[src/rtl/scl_timer_pkg.sv]
package scl_timer_pkg;
  localparam int unsigned WORD_W      = 16;
  localparam int unsigned SAMP_W      = 3;
  localparam int unsigned STEP_W      = 6;
  localparam int unsigned HS_STEP_W   = 3;
  localparam int unsigned SF_SAMP_LSB = 8;
  localparam int unsigned SF_STEP_LSB = 0;
  localparam int unsigned HS_SAMP_LSB = 12;
  localparam int unsigned HS_STEP_LSB = 8;
  localparam int unsigned HS_KEY_W    = 2;
  localparam logic [HS_KEY_W-1:0] HS_KEY = 2'b11;

  typedef struct packed {
    logic [SAMP_W-1:0] samp_m1;
    logic [STEP_W-1:0] step_m1;
  } half_cfg_t;

  typedef enum logic [1:0] {
    PH_IDLE = 2'd0,
    PH_LOW  = 2'd1,
    PH_HIGH = 2'd2
  } scl_phase_e;
endpackage

[src/rtl/scl_cfg_latch.sv]
module scl_cfg_latch
  import scl_timer_pkg::*;
(
  input  logic              clk,
  input  logic              rst_n,
  input  logic              load_i,
  input  logic [WORD_W-1:0] sf_word_i,
  input  logic [WORD_W-1:0] hs_word_i,
  output half_cfg_t         cfg_o
);
  logic      hs_sel;
  half_cfg_t decoded;
  half_cfg_t cfg_d;
  half_cfg_t cfg_q;
  logic      unused_word_bits;

  // Parity over the words keeps fields that carry no timing visibly consumed.
  assign unused_word_bits = ^{sf_word_i, hs_word_i};

  always_comb begin
    hs_sel = (hs_word_i[HS_KEY_W-1:0] == HS_KEY);
    if (hs_sel) begin
      decoded.samp_m1 = hs_word_i[HS_SAMP_LSB +: SAMP_W];
      decoded.step_m1 = {{(STEP_W-HS_STEP_W){1'b0}}, hs_word_i[HS_STEP_LSB +: HS_STEP_W]};
    end else begin
      decoded.samp_m1 = sf_word_i[SF_SAMP_LSB +: SAMP_W];
      decoded.step_m1 = sf_word_i[SF_STEP_LSB +: STEP_W];
    end
    cfg_d = load_i ? decoded : cfg_q;
  end

  always_ff @(posedge clk or negedge rst_n) begin
    if (!rst_n) cfg_q <= '0;
    else        cfg_q <= cfg_d;
  end

  assign cfg_o = cfg_q;
endmodule

[src/rtl/scl_prescale.sv]
module scl_prescale #(
  parameter int unsigned DIV = 4
) (
  input  logic clk,
  input  logic rst_n,
  input  logic clr_i,
  input  logic en_i,
  output logic tick_o
);
  localparam int unsigned CNT_W = (DIV > 1) ? $clog2(DIV) : 1;
  localparam logic [CNT_W-1:0] LAST = CNT_W'(DIV - 1);

  logic [CNT_W-1:0] cnt_q;
  logic [CNT_W-1:0] cnt_d;

  assign tick_o = en_i && (cnt_q == LAST);

  always_comb begin
    cnt_d = cnt_q;
    if (clr_i)       cnt_d = '0;
    else if (tick_o) cnt_d = '0;
    else if (en_i)   cnt_d = cnt_q + 1'b1;
  end

  always_ff @(posedge clk or negedge rst_n) begin
    if (!rst_n) cnt_q <= '0;
    else        cnt_q <= cnt_d;
  end
endmodule

[src/rtl/scl_half_counter.sv]
module scl_half_counter #(
  parameter int unsigned SAMP_W = 3,
  parameter int unsigned STEP_W = 6
) (
  input  logic              clk,
  input  logic              rst_n,
  input  logic              clr_i,
  input  logic              adv_i,
  input  logic [SAMP_W-1:0] samp_m1_i,
  input  logic [STEP_W-1:0] step_m1_i,
  output logic              mid_o,
  output logic              done_o
);
  logic [STEP_W-1:0] step_q, step_d;
  logic [SAMP_W-1:0] samp_q, samp_d;
  logic              step_wrap;
  logic              outer_last;
  logic              outer_mid;

  assign step_wrap  = (step_q == step_m1_i);
  assign outer_last = (samp_q == samp_m1_i);
  assign outer_mid  = (samp_q == (samp_m1_i >> 1));
  assign mid_o      = adv_i && step_wrap && outer_mid;
  assign done_o     = adv_i && step_wrap && outer_last;

  always_comb begin
    step_d = step_q;
    samp_d = samp_q;
    if (clr_i || done_o) begin
      step_d = '0;
      samp_d = '0;
    end else if (adv_i) begin
      if (step_wrap) begin
        step_d = '0;
        samp_d = samp_q + 1'b1;
      end else begin
        step_d = step_q + 1'b1;
      end
    end
  end

  always_ff @(posedge clk or negedge rst_n) begin
    if (!rst_n) begin
      step_q <= '0;
      samp_q <= '0;
    end else begin
      step_q <= step_d;
      samp_q <= samp_d;
    end
  end
endmodule

[src/rtl/scl_timer.sv]
module scl_timer
  import scl_timer_pkg::*;
#(
  parameter int unsigned PRESCALE = 4
) (
  input  logic        clk,
  input  logic        rst_n,
  input  logic [15:0] sf_timing_i,
  input  logic [15:0] hs_timing_i,
  input  logic        run_i,
  input  logic        scl_i,
  output logic        scl_drive_low_o,
  output logic        tick_low_o,
  output logic        tick_release_o,
  output logic        tick_drive_o,
  output logic        tick_sample_o,
  output logic        busy_o
);
  logic [1:0] rst_pipe_q;
  logic       rst_int_n;

  scl_phase_e state_q, state_d;
  logic drive_low_q, drive_low_d;
  logic t_low_q, t_low_d;
  logic t_rel_q, t_rel_d;
  logic t_drv_q, t_drv_d;
  logic t_smp_q, t_smp_d;

  logic      idle;
  logic      freeze;
  logic      src_en;
  logic      src_tick;
  logic      half_mid;
  logic      half_done;
  half_cfg_t half_cfg;

  // Reset asserts at once and releases on the clock.
  always_ff @(posedge clk or negedge rst_n) begin
    if (!rst_n) rst_pipe_q <= '0;
    else        rst_pipe_q <= {rst_pipe_q[0], 1'b1};
  end
  assign rst_int_n = rst_pipe_q[1];

  assign idle   = (state_q == PH_IDLE);
  assign freeze = (state_q == PH_HIGH) && !scl_i;
  assign src_en = !idle && !freeze;

  scl_cfg_latch u_cfg (
    .clk       (clk),
    .rst_n     (rst_int_n),
    .load_i    (idle),
    .sf_word_i (sf_timing_i),
    .hs_word_i (hs_timing_i),
    .cfg_o     (half_cfg)
  );

  scl_prescale #(.DIV(PRESCALE)) u_pre (
    .clk    (clk),
    .rst_n  (rst_int_n),
    .clr_i  (idle),
    .en_i   (src_en),
    .tick_o (src_tick)
  );

  scl_half_counter #(.SAMP_W(SAMP_W), .STEP_W(STEP_W)) u_half (
    .clk       (clk),
    .rst_n     (rst_int_n),
    .clr_i     (idle),
    .adv_i     (src_tick),
    .samp_m1_i (half_cfg.samp_m1),
    .step_m1_i (half_cfg.step_m1),
    .mid_o     (half_mid),
    .done_o    (half_done)
  );

  always_comb begin
    state_d     = state_q;
    drive_low_d = drive_low_q;
    t_low_d     = 1'b0;
    t_rel_d     = 1'b0;
    t_drv_d     = 1'b0;
    t_smp_d     = 1'b0;
    unique case (state_q)
      PH_IDLE: begin
        if (run_i) begin
          state_d     = PH_LOW;
          drive_low_d = 1'b1;
          t_low_d     = 1'b1;
        end
      end
      PH_LOW: begin
        t_drv_d = half_mid;
        if (half_done) begin
          state_d     = PH_HIGH;
          drive_low_d = 1'b0;
          t_rel_d     = 1'b1;
        end
      end
      PH_HIGH: begin
        t_smp_d = half_mid;
        if (half_done) begin
          if (run_i) begin
            state_d     = PH_LOW;
            drive_low_d = 1'b1;
            t_low_d     = 1'b1;
          end else begin
            state_d = PH_IDLE;
          end
        end
      end
      default: state_d = PH_IDLE;
    endcase
  end

  always_ff @(posedge clk or negedge rst_int_n) begin
    if (!rst_int_n) begin
      state_q     <= PH_IDLE;
      drive_low_q <= 1'b0;
      t_low_q     <= 1'b0;
      t_rel_q     <= 1'b0;
      t_drv_q     <= 1'b0;
      t_smp_q     <= 1'b0;
    end else begin
      state_q     <= state_d;
      drive_low_q <= drive_low_d;
      t_low_q     <= t_low_d;
      t_rel_q     <= t_rel_d;
      t_drv_q     <= t_drv_d;
      t_smp_q     <= t_smp_d;
    end
  end

  assign scl_drive_low_o = drive_low_q;
  assign tick_low_o      = t_low_q;
  assign tick_release_o  = t_rel_q;
  assign tick_drive_o    = t_drv_q;
  assign tick_sample_o   = t_smp_q;
  assign busy_o          = !idle;
endmodule

[config.mk]
export PLATFORM = sky130hd
export DESIGN_NAME = scl_timer
export DESIGN_NICKNAME = d
export VERILOG_FILES = /design/src/rtl/scl_timer_pkg.sv /design/src/rtl/scl_cfg_latch.sv /design/src/rtl/scl_prescale.sv /design/src/rtl/scl_half_counter.sv /design/src/rtl/scl_timer.sv
export SDC_FILE = /design/constraint.sdc
export NUM_CORES = 1
export LEC_CHECK = 0
export BUFFER_PORTS_ARGS = -buffer_cell sky130_fd_sc_hd__buf_4
export CORE_MARGIN = 2
export CORE_UTILIZATION = 25
export CTS_CLUSTER_SIZE = 14
export DETAILED_ROUTE_END_ITERATION = 12
export PLACE_DENSITY = 0.49
export SYNTH_ARGS = -nofsm -noshare
export SYNTH_HDL_FRONTEND = slang
export SYNTH_HIERARCHICAL = 1
export SYNTH_SLANG_ARGS = --single-unit
[constraint.sdc]
create_clock -name clk -period 1.3 [get_ports clk]
set_input_delay 0.325 -clock clk [delete_from_list [all_inputs] [get_ports clk]]
set_output_delay 0.325 -clock clk [all_outputs]
set_load 0.02 [all_outputs]
==> summary.txt <==
Outcome
  – Outcome: complete, but fails checks
  – Failing checks: setup timing

Pwr
  – Pwr per Cell Area: 1707 mW/mm^2
  – Leakage power: 0.001139 uW
  – Peak supply drop: 795.5 uV

STA
  – Final setup margin: -0.3282 ns
  – Period utilization: 125.2%
  – Final Setup Violations: 17
  – Clk_skew: 0.005062 ns
  – Crit path time final: 1.628 ns
  – Hold Vio Cnt, Final: 0
  – Min Hold Slack: 0.1905 ns
  – Slew Limit Fails: 0
  – Unrepaired setup endpoints after global routing: yes
  – Final TNS setup: -3.432 ns
  – Highest clock rate: 614.2 MHz

GRT
  – Number of global-route vias before repair: 1459
  – GR Util met2: 19.79%
  – Met1 global-route usage: 14.12%
  – GRT overflow: 0
  – Initial antenna violation count: 0
  – Met3 capacity usage during global routing: 3.082%
  – Total track usage: 11.82%
  – Largest net degree at the start of global routing: 16
  – GRT Max-Usage Layer: met2
  – First-pass GRT wire length: 6.665 mm

Detailed routing
  – Drt via density: 4.564
  – DRT Pass-1 Iters: 4
  – Antenna-violating nets left: 0
  – Initial DRC count: 43
  – Final wirelength: 3.901 mm
  – Total number of vias: 1383
  – DRC: 0
  – Wire per inst: 12.87 um

Die
  – Rows: 28
  – Die Y: 83.29 um
  – Initial Util: 26.23%
  – Die W: 83.29 um
  – Die ar.: 0.006936 sq mm
  – # IOs: 42
  – Core Footprint: 0.005991 sq mm

Cells and area
  – Fillcell total: 574
  – Fraction of layout cells with a size suffix above 1: 55.70%
  – Final Util: 42.73%
  – Non-Filler Instances: 303
  – Final nets: 266
  – Synthesis-to-finish area growth: 62.90%
  – ANT cells: 0

Logic synthesis
  – Count of different cell masters after synthesis: 45
  – Post-synthesis sequential element count: 29
  – Syn nets: 193
  – Synth Flop Type: dfrtp_1
  – Synthesized area: 0.001572 sq mm
  – Mean Syn Cell Area: 10.20 sq um
  – Post-synthesis sequential area ratio: 46.18%
  – Mapped Cells: 154
  – Synth warnings: 6
  – FFs w/ async S/R, synth: 100.0%
  – Number of enable flip-flop cells after synthesis: 0

Placed design
  – Routability cong.: 0.7694
  – Pre-CTS setup slack: -0.3466 ns
  – DP HPWL: 2.514 mm
  – Port Buffers: 26
  – Placed cell count: 279

Worst setup path
  – Worst path buffer plus inverter count: 1
  – FF-to-FF End: state_q[1]
  – Worst Path Max Fanout: 5
  – Worst EP arrival: 1.83 ns
  – Worst r2r path cells: 7
  – Critical path capture point type: register
  – CP Class: register to register
  – Delay-heaviest family, CP: simple AND/OR/NAND/NOR gates
  – Critical path cell sequence: xnor2_2, nand4_4, nor2_4, and2_4, inv_4, nor3b_4, o21bai_1
  – Worst R2R Setup Slack: -0.33 ns
  – Crit-path slowest cell: dfrtp_1
  – Worst flop-to-flop path startpoint: u_half/step_q[1]
  – Startpoint types: register
  – Critical Path RT: 1.50 ns
  – Max incr delay on CP: 0.41 ns

Clocking
  – CTS tree: yes
  – CTS sink count: 29
  – CTS Buf Count: 5
  – CTS H-tree depth: 2
  – Clk_lat worst skew: 0.28 ns
  – CTS Root Cell: clkbuf_8
  – Clock buffer depth: 2
  – Reg clk slew, reported paths: 0.07 ns

Min path
  – Min-delay worst type: register to asynchronous set/reset pin

Flow run
  – Maxcap violations: 0
## through the flow
step                      instance area, sq um  power [uW]
after floorplan                           1688        2577
after global placement                    2165        3169
after detailed placement                  2165        3169
after CTS                                 2404        4062
after global routing                      2560        4692
final                                     2560        4370
## sequential cells by signal (all words and copies together), names as in the netlist, 2 cells and up
name / count
rst_pipe_q: 2
u_pre/cnt_q: 2
u_half/samp_q: 3
state_q: 2
u_half/step_q: 6
u_cfg/cfg_o: 9
## power breakdown
group | switching [uW] | leakage, uW | internal (uW)
Combinational | 948 | 0.000741 | 1280
Sequential | 241 | 0.000355 | 1170
Clock | 365 | 0.0000439 | 369
## how the worst max path moves through the flow
| stage | slack, ns | cells after the start | start | to |
|---|---|---|---|---|
| 6_report | -0.33 | 7 | u_half/step_q[1] | state_q[1] |
| 5_1_grt | -0.42 | 7 | u_half/step_q[1] | state_q[1] |
| 4_1_cts | -0.29 | 7 | u_half/step_q[1] | state_q[1] |
| 3_5_place_dp | -0.35 | 7 | u_half/step_q[3] | state_q[1] |
| 3_3_place_gp | -0.33 | 7 | u_half/step_q[3] | state_q[1] |
| 2_1_floorplan | -0.20 | 4 | u_half/step_q[3] | u_half/samp_q[1] |
## logic make-up after synthesis
logic type	Yosys count	synth area share, %
AO/OA/AOI/OAI	35	16.56
AND/OR/NAND/NOR	63	24.20
buffers and inverters	11	3.742
XOR/XNOR	12	6.688
flip-flops	29	46.18
other	1	0.2386
adder cells (fa/ha/maj)	3	2.389
## Yosys cell counts (2+ instances only)
library cell | n | area share [%]
a21o_1 | 2 | 0.96
a21oi_1 | 7 | 2.2
a31oi_1 | 3 | 1.2
and2_1 | 2 | 0.80
and3_2 | 2 | 0.96
buf_2 | 2 | 0.64
buf_6 | 2 | 1.4
dfrtp_1 | 29 | 46
ha_1 | 3 | 2.4
inv_1 | 5 | 1.2
nand2_1 | 13 | 3.1
nand2b_1 | 8 | 3.2
nand3_1 | 4 | 1.3
nand4_1 | 7 | 2.8
nor2_1 | 9 | 2.1
nor2b_1 | 2 | 0.80
o211ai_1 | 5 | 2.4
o211ai_2 | 6 | 4.8
o21ai_0 | 4 | 1.3
o22ai_1 | 3 | 1.2
or2b_1 | 2 | 0.96
xnor2_1 | 10 | 5.6
xor2_1 | 2 | 1.1
## timing repair
item,4_1_cts,5_1_grt
endpoints found under the setup margin,26,26
cloned,1,2
hold buffers,1,0
resized for setup,17,15
pin swaps,23,20
hold endpoints to repair,2,0
buffers inserted,7,7
## area by class of cell
type | instances | area, sq um | area share [%]
flip-flops and latches | 29 | 728.2 | 28.45
clock buffers | 5 | 68.82 | 2.688
clock inverters | 3 | 17.52 | 0.6843
inverters | 5 | 21.27 | 0.8309
well taps | 75 | 93.84 | 3.666
multi-input cells | 114 | 1025 | 40.03
repair buffers | 72 | 605.6 | 23.66
## cells in the final DEF (no fill, tap or decap), drive strengths merged, types with 3 or more instances in the layout
cell type,count
buf,70
a21o,3
o22ai,3
xnor2,10
ha,3
nand2b,9
a21oi,8
nand4,8
nand3,4
clkbuf,6
a31oi,3
dfrtp,29
o211ai,11
o21ai,5
and2,3
nor2,9
inv,5
nand2,13
## per-layer routing
metal,part of all wire (%),wire [um]
met1,44,1722
met2,51,1998
met3,3.3,130
met4,1.3,49
met5,0,0
No activity file was read; power rests on OpenSTA's default activity.
